`config.mk`:
```
export PLATFORM = sky130hd
export DESIGN_NAME = phy_ctl_top
export DESIGN_NICKNAME = d
export VERILOG_FILES = /design/src/rtl/phy_ctl_pkg.sv /design/src/rtl/phy_ctl_mreg.sv /design/src/rtl/phy_ctl_pulse.sv /design/src/rtl/phy_ctl_status.sv /design/src/rtl/phy_ctl_top.sv
export SDC_FILE = /design/constraint.sdc
export NUM_CORES = 1
export LEC_CHECK = 0
export BUFFER_PORTS_ARGS = -buffer_cell sky130_fd_sc_hd__buf_2
export CORE_UTILIZATION = 47
export DETAILED_ROUTE_END_ITERATION = 8
export GPL_TIMING_DRIVEN = 0
export PLACE_DENSITY = 0.84
export SYNTH_ARGS = -nofsm -noshare
export SYNTH_HDL_FRONTEND = slang
export SYNTH_SLANG_ARGS = --single-unit
```
`constraint.sdc`:
```
create_clock -name clk_i -period 2.4 [get_ports clk_i]
set_input_delay 0.24 -clock clk_i [delete_from_list [all_inputs] [get_ports clk_i]]
set_output_delay 0.24 -clock clk_i [all_outputs]
set_load 0.005 [all_outputs]
```
`src/rtl/phy_ctl_pkg.sv`:
```
package phy_ctl_pkg;
  localparam int unsigned WORD_W = 32;
  localparam int unsigned HALF_W = WORD_W / 2;
  localparam int unsigned IDX_W  = 2;

  // test-port control fields
  localparam int unsigned STRB_BIT  = 0;
  localparam int unsigned TADDR_LSB = 1;
  localparam int unsigned TADDR_W   = 6;
  localparam int unsigned TDATA_LSB = TADDR_LSB + TADDR_W;
  localparam int unsigned TDATA_W   = 4;
  localparam int unsigned TEST_TOP  = TDATA_LSB + TDATA_W;

  // lane control and status fields
  localparam int unsigned LANE_LSB  = 3;
  localparam int unsigned MAX_LANES = 4;
  localparam int unsigned LOCK_BIT  = 9;
  localparam int unsigned POUT_BIT  = 10;

  typedef enum logic [IDX_W-1:0] {
    IDX_TEST   = 2'd0,
    IDX_LANE   = 2'd1,
    IDX_STATUS = 2'd2,
    IDX_NONE   = 2'd3
  } reg_idx_e;
endpackage

```
`src/rtl/phy_ctl_mreg.sv`:
```
module phy_ctl_mreg
  import phy_ctl_pkg::*;
#(
  parameter logic [HALF_W-1:0] IMPL = '1
) (
  input  logic              clk_i,
  input  logic              rst_ni,
  input  logic              wr_i,
  input  logic [WORD_W-1:0] wdata_i,
  output logic [HALF_W-1:0] q_o
);
  logic [HALF_W-1:0] en, d, q;

  assign en = wdata_i[WORD_W-1:HALF_W];
  assign d  = wdata_i[HALF_W-1:0];

  always_ff @(posedge clk_i or negedge rst_ni) begin
    if (!rst_ni)   q <= '0;
    else if (wr_i) q <= ((q & ~en) | (d & en)) & IMPL;
  end

  assign q_o = q;
endmodule

```
`src/rtl/phy_ctl_pulse.sv`:
```
module phy_ctl_pulse
  import phy_ctl_pkg::*;
(
  input  logic               clk_i,
  input  logic               rst_ni,
  input  logic               strb_i,
  input  logic [TADDR_W-1:0] addr_i,
  input  logic [TDATA_W-1:0] data_i,
  output logic               wr_o,
  output logic [TADDR_W-1:0] addr_o,
  output logic [TDATA_W-1:0] data_o
);
  logic               strb_prev, wr_q;
  logic [TADDR_W-1:0] addr_q;
  logic [TDATA_W-1:0] data_q;

  always_ff @(posedge clk_i or negedge rst_ni) begin
    if (!rst_ni) begin
      strb_prev <= 1'b0;
      wr_q      <= 1'b0;
      addr_q    <= '0;
      data_q    <= '0;
    end else begin
      strb_prev <= strb_i;
      wr_q      <= strb_i & ~strb_prev;
      if (strb_i && !strb_prev) begin
        addr_q <= addr_i;
        data_q <= data_i;
      end
    end
  end

  assign wr_o   = wr_q;
  assign addr_o = addr_q;
  assign data_o = data_q;
endmodule

```
`src/rtl/phy_ctl_status.sv`:
```
module phy_ctl_status #(
  parameter int unsigned W = 2
) (
  input  logic         clk_i,
  input  logic         rst_ni,
  input  logic [W-1:0] d_i,
  output logic [W-1:0] q_o
);
  always_ff @(posedge clk_i or negedge rst_ni) begin
    if (!rst_ni) q_o <= '0;
    else         q_o <= d_i;
  end
endmodule

```
`src/rtl/phy_ctl_top.sv`:
```
module phy_ctl_top
  import phy_ctl_pkg::*;
#(
  parameter int unsigned LANES = 4
) (
  input  logic               clk_i,
  input  logic               rst_ni,
  input  logic               bus_we_i,
  input  logic [IDX_W-1:0]   bus_addr_i,
  input  logic [WORD_W-1:0]  bus_wdata_i,
  output logic [WORD_W-1:0]  bus_rdata_o,
  input  logic               pll_locked_i,
  input  logic               pll_out_i,
  output logic               cfg_wr_o,
  output logic [TADDR_W-1:0] cfg_addr_o,
  output logic [TDATA_W-1:0] cfg_data_o,
  output logic [LANES-1:0]   tx_idle_off_o
);
  localparam logic [HALF_W-1:0] TEST_IMPL = HALF_W'((1 << TEST_TOP) - 1);
  localparam logic [HALF_W-1:0] LANE_IMPL = HALF_W'(((1 << LANES) - 1) << LANE_LSB);

  initial begin
    if (LANES < 1 || LANES > MAX_LANES) $error("LANES out of range");
  end

  logic [HALF_W-1:0] test_q, lane_q;
  logic [1:0]        sts_q;
  logic              wr_test, wr_lane;

  assign wr_test = bus_we_i && (bus_addr_i == IDX_TEST);
  assign wr_lane = bus_we_i && (bus_addr_i == IDX_LANE);

  phy_ctl_mreg #(.IMPL(TEST_IMPL)) u_test (
    .clk_i, .rst_ni, .wr_i(wr_test), .wdata_i(bus_wdata_i), .q_o(test_q)
  );

  phy_ctl_mreg #(.IMPL(LANE_IMPL)) u_lane (
    .clk_i, .rst_ni, .wr_i(wr_lane), .wdata_i(bus_wdata_i), .q_o(lane_q)
  );

  phy_ctl_pulse u_pulse (
    .clk_i, .rst_ni,
    .strb_i (test_q[STRB_BIT]),
    .addr_i (test_q[TADDR_LSB +: TADDR_W]),
    .data_i (test_q[TDATA_LSB +: TDATA_W]),
    .wr_o   (cfg_wr_o),
    .addr_o (cfg_addr_o),
    .data_o (cfg_data_o)
  );

  phy_ctl_status #(.W(2)) u_sts (
    .clk_i, .rst_ni, .d_i({pll_out_i, pll_locked_i}), .q_o(sts_q)
  );

  for (genvar n = 0; n < LANES; n++) begin : g_lane
    assign tx_idle_off_o[n] = lane_q[LANE_LSB + n];
  end

  always_comb begin
    bus_rdata_o = '0;
    unique case (bus_addr_i)
      IDX_TEST: bus_rdata_o[HALF_W-1:0] = test_q;
      IDX_LANE: bus_rdata_o[HALF_W-1:0] = lane_q;
      IDX_STATUS: begin
        bus_rdata_o[LOCK_BIT] = sts_q[0];
        bus_rdata_o[POUT_BIT] = sts_q[1];
      end
      default: bus_rdata_o = '0;
    endcase
  end
endmodule

```
### Yosys cells after proc, flatten, opt, wreduce, memory -nomap -nowiden

Index checks and enable logic that the tools add are counted.

* bits in registers: 29
* input port bits: 39
* output and inout port bits: 47
* logic and storage cells: 24

* equality and inequality tests: 2
* multiplexer cells: 2
* bitwise operators: 8
* reductions and logical operators: 5

Operator list (number)
* $and 11x11->11: 2
* $pmux 9 s2: 1
* $not 11->11: 1
* $or 11x11->11: 1
* $and 7x7->7: 1
* $or 7x7->7: 1
* $pmux 2 s2: 1
* $logic_and 1x1->1: 3
* $eq 2x1->1 const B: 1
* $eq 2x2->1 const B: 1
* $logic_not 2->1: 1
* $and 1x1->1: 1
* $logic_not 1->1: 1
* $not 1->1: 1

### Longest topological paths before layout

* word-level depth: 3
* depth in mapped cells: 4

### Cells and area by module

From an unflattened synthesis, not the netlist that was laid out.

* cells, all modules: 147
* area, all modules: 1751.7 um^2

Modules (own cells, without submodules)
* phy_ctl_mreg (u_test): times used 1, cells each 40, area each 530.5 um^2, seq. area each 275.3 um^2
* phy_ctl_pulse: times used 1, cells each 24, area each 480.5 um^2, seq. area each 300.3 um^2
* phy_ctl_top: times used 1, cells each 56, area each 421.7 um^2, seq. area each 0.0 um^2
* phy_ctl_mreg (u_lane): times used 1, cells each 25, area each 269.0 um^2, seq. area each 100.1 um^2
* phy_ctl_status: times used 1, cells each 2, area each 50.0 um^2, seq. area each 50.0 um^2

### Worst setup path after synthesis

OpenSTA, ideal clock, no wires.

* path type: flip-flop to flip-flop
* start: register with a tool-made name
* end: register u_pulse.addr_q[0] (netlist: u_pulse.addr_o[0])
* setup time: 125 ps
* arrival: 998 ps
* data required time: 2275 ps
* path slack: 1278 ps
* stages on the path, launching flop included: 4
* path buffers: 1
* clock period less this slack: 1122 ps
* cells stage by stage: dfrtp_1 nand2b_1 buf_2 mux2_2

RTL lines
* to (signal assigned): line phy_ctl_pulse.sv:27 `addr_q <= addr_i;`
* to (decl): line phy_ctl_pulse.sv:14 `logic [TADDR_W-1:0] addr_q;`

### Worst setup path after layout

* start: input bus_addr_i[0]
* end: output bus_rdata_o[7]

* cells in the longest elaborated chain, start to end: 2
* elaborated cells on any way between the ends: 3

Ends and longest elaborated chain
* from (decl): line phy_ctl_top.sv:9 `input logic [IDX_W-1:0] bus_addr_i,`
* $eq 2x1->1 or $logic_not 2->1 (tied branches)
* $pmux 9 s2 *: line phy_ctl_top.sv:61 `unique case (bus_addr_i)`
* to (decl): line phy_ctl_top.sv:11 `output logic [WORD_W-1:0] bus_rdata_o,`

Every way passes the cells marked *; elsewhere a longest branch is shown, timed or not.

==> run_results.csv <==
group,metric,value,unit
worst_setup_path,cp_max_fo,10,
cells_and_area,multi_input_area,691,um^2
clock_tree,htree_levels,2,
route,drt-wirelength-per-cell,13.4,um
floorplan,die_h,59.6,um
sta,whs,132,ps
cells_and_area,seqCellArea,726,um^2
power_and_ir_drop,power.leakage,1.10,nW
cells_and_area,instances_no_fill,246,
worst_setup_path,cp_data_required_time,2160,ps
sta,finalMaxSlewViolations,0,
sta,fin_setup_tns,0,ps
sta,rsz0062_at_grt,"no",
run,cap_violations,0,
yosys,syn_area_per_cell,13.3,um^2
grt,grt_pass1_wl,5150,um
route,drtIter0Drc,15,
cells_and_area,nets,240,
yosys,yosysSeqAreaShare,0.465,
cells_and_area,most-common-layout-cells,"56 x buf_2, 29 x dfrtp_1, 23 x buf_4, 21 x conb_1, 14 x mux2_2",
cells_and_area,drive_gt1_frac,0.599,
route,detailedRoute.firstPassIterationCount,4,
grt,overflow,0,
clock_tree,path_clk_slew,90,ps
worst_setup_path,startpoint_type,"input port",
yosys,synth_area,1560,um^2
sta,period_minus_slack,1420,ps
power_and_ir_drop,ir_worst_vdd,419,uV
placed_design,pre_cts_slack,958,ps
route,drt-total-wl,3290,um
clock_tree,cts_resized,0,
cells_and_area,syn2layout_area_growth,33.1,%
clock_tree,cts.sinks,29,
clock_tree,clockBufferDepth,2,
power_and_ir_drop,pwr_density_cell,774,nW/um^2
clock_tree,cts_tree,"done",
floorplan,row_count,20,
route,antenna_left,0,
worst_setup_path,setup.worst_path.class,"in -> out",
sta,finClkSkew,7.61,ps
cells_and_area,layout_commonest_cell,"buf_2",
yosys,netlist_instances,117,
sta,worst_slack,983,ps
sta,relSlewSlack,0.570,
floorplan,dieArea,3550,um^2
clock_tree,cts_inserted_buffers,5,
placed_design,io_buffers,54,
placed_design,placed_cells,235,
cells_and_area,antenna_cells,0,
yosys,synth-seq-cells,29,
sta,fin_crit_sh,0.590,
sta,hold_violations,0,
placed_design,dp_hpwl,2400,um
worst_setup_path,worstSetupEndpointType,"primary output",
clock_tree,cts_root_buf,"clkbuf_4",
run_status,status,"complete, no violations",
yosys,ys_types,17,
grt,grt_max_degree,30,
floorplan,start_util,0.502,
min_path,hold_path_class,"in -> reg",
clock_tree,clk_latency,330,ps
route,via_per_inst,4.59,
placed_design,gp_congestion,0.679,
sta,worstMarginPinSlew,645,ps
cells_and_area,n_fill_cell,275,
grt,grt_pass1_vias,1151,
floorplan,ios,86,
yosys,ys_warn_count,0,
floorplan,die_x,59.6,um
grt,antenna_found_initial,0,
grt,grt_use_total,0.205,
route,vias,1130,
worst_setup_path,critical_path_arrival,1180,ps
sta,setup_violations,0,
route,drcViolationCount,0,
floorplan,coreArea,3100,um^2
sta,max_freq,0.706,GHz
## final cells by class
type | instances | share of cell area
Multi-Input combinational cell | 80 | 0.333
Clock inverter | 1 | 0.0145
Tap cell | 44 | 0.0265
Inverter | 1 | 0.00181
Timing Repair Buffer | 57 | 0.145
Sequential cell | 29 | 0.350
Buffer | 27 | 0.103
Clock buffer | 7 | 0.0265
## power breakdown
group	switching, mW	leakage, nW	internal (mW)
sequential	0.0866	0.349	0.637
clock	0.170	0.0455	0.249
combinational	0.177	0.705	0.287
total	0.433	1.10	1.17
## metal layers
metal,part of all wire,track usage,vias up
met1,0.38,0.222,542
met2,0.53,0.361,49
met5,0,0,-
met4,0.016,0.0797,0
li1,-,-,533
met3,0.076,0.0742,6
## cells in the mapped netlist (all sizes together)
library cell,number,area share
mux2i,6,0.039
inv,1,0.0024
nor4bb,1,0.010
nand2b,1,0.0040
mux2,25,0.20
buf,27,0.14
and4bb,10,0.080
nor2,7,0.017
and2,5,0.020
dfrtp,29,0.47
nand4b,4,0.022
conb,1,0.0024
## final timing paths
path,startpoint,end,slack [ps],cells past startpoint
max in group asynchronous,rst_ni,async pin,1520,2
worst min register to register,flop,u_pulse.strb_prev,430,0
worst min-delay path,bus_wdata_i[2],flop,130,2
worst max-delay path,bus_addr_i[0],bus_rdata_o[7],980,6
min in group asynchronous,rst_ni,async pin,460,2
worst max register to register,flop,u_pulse.addr_o[4],1100,3
## kinds of logic after synthesis
logic type	share of synthesized area
buf+inv	0.140
flops	0.465
mux	0.238
other cells	0.00241
simple gates	0.154
## critical path: stages
cell and delay, ps:
buf_2 120, buf_6 140, buf_12 140, nor2_1 240, and2_1 180, buf_2 100
## what timing repair did
item / CTS / global route
endpoints found under the hold margin: 31 / 0
setup buffers: 0 / 0
hold buffers: 3 / 0
## metrics by stage
stage / util / area [um^2] / power [mW]
floorplan: - / 1630 / 0.984
global placement: 0.631 / 1960 / 1.16
detailed placement: 0.631 / 1960 / 1.20
CTS: 0.669 / 2070 / 1.62
global route: 0.669 / 2070 / 1.70
finish: 0.669 / 2070 / 1.61
(Power assumes the default switching activity.)
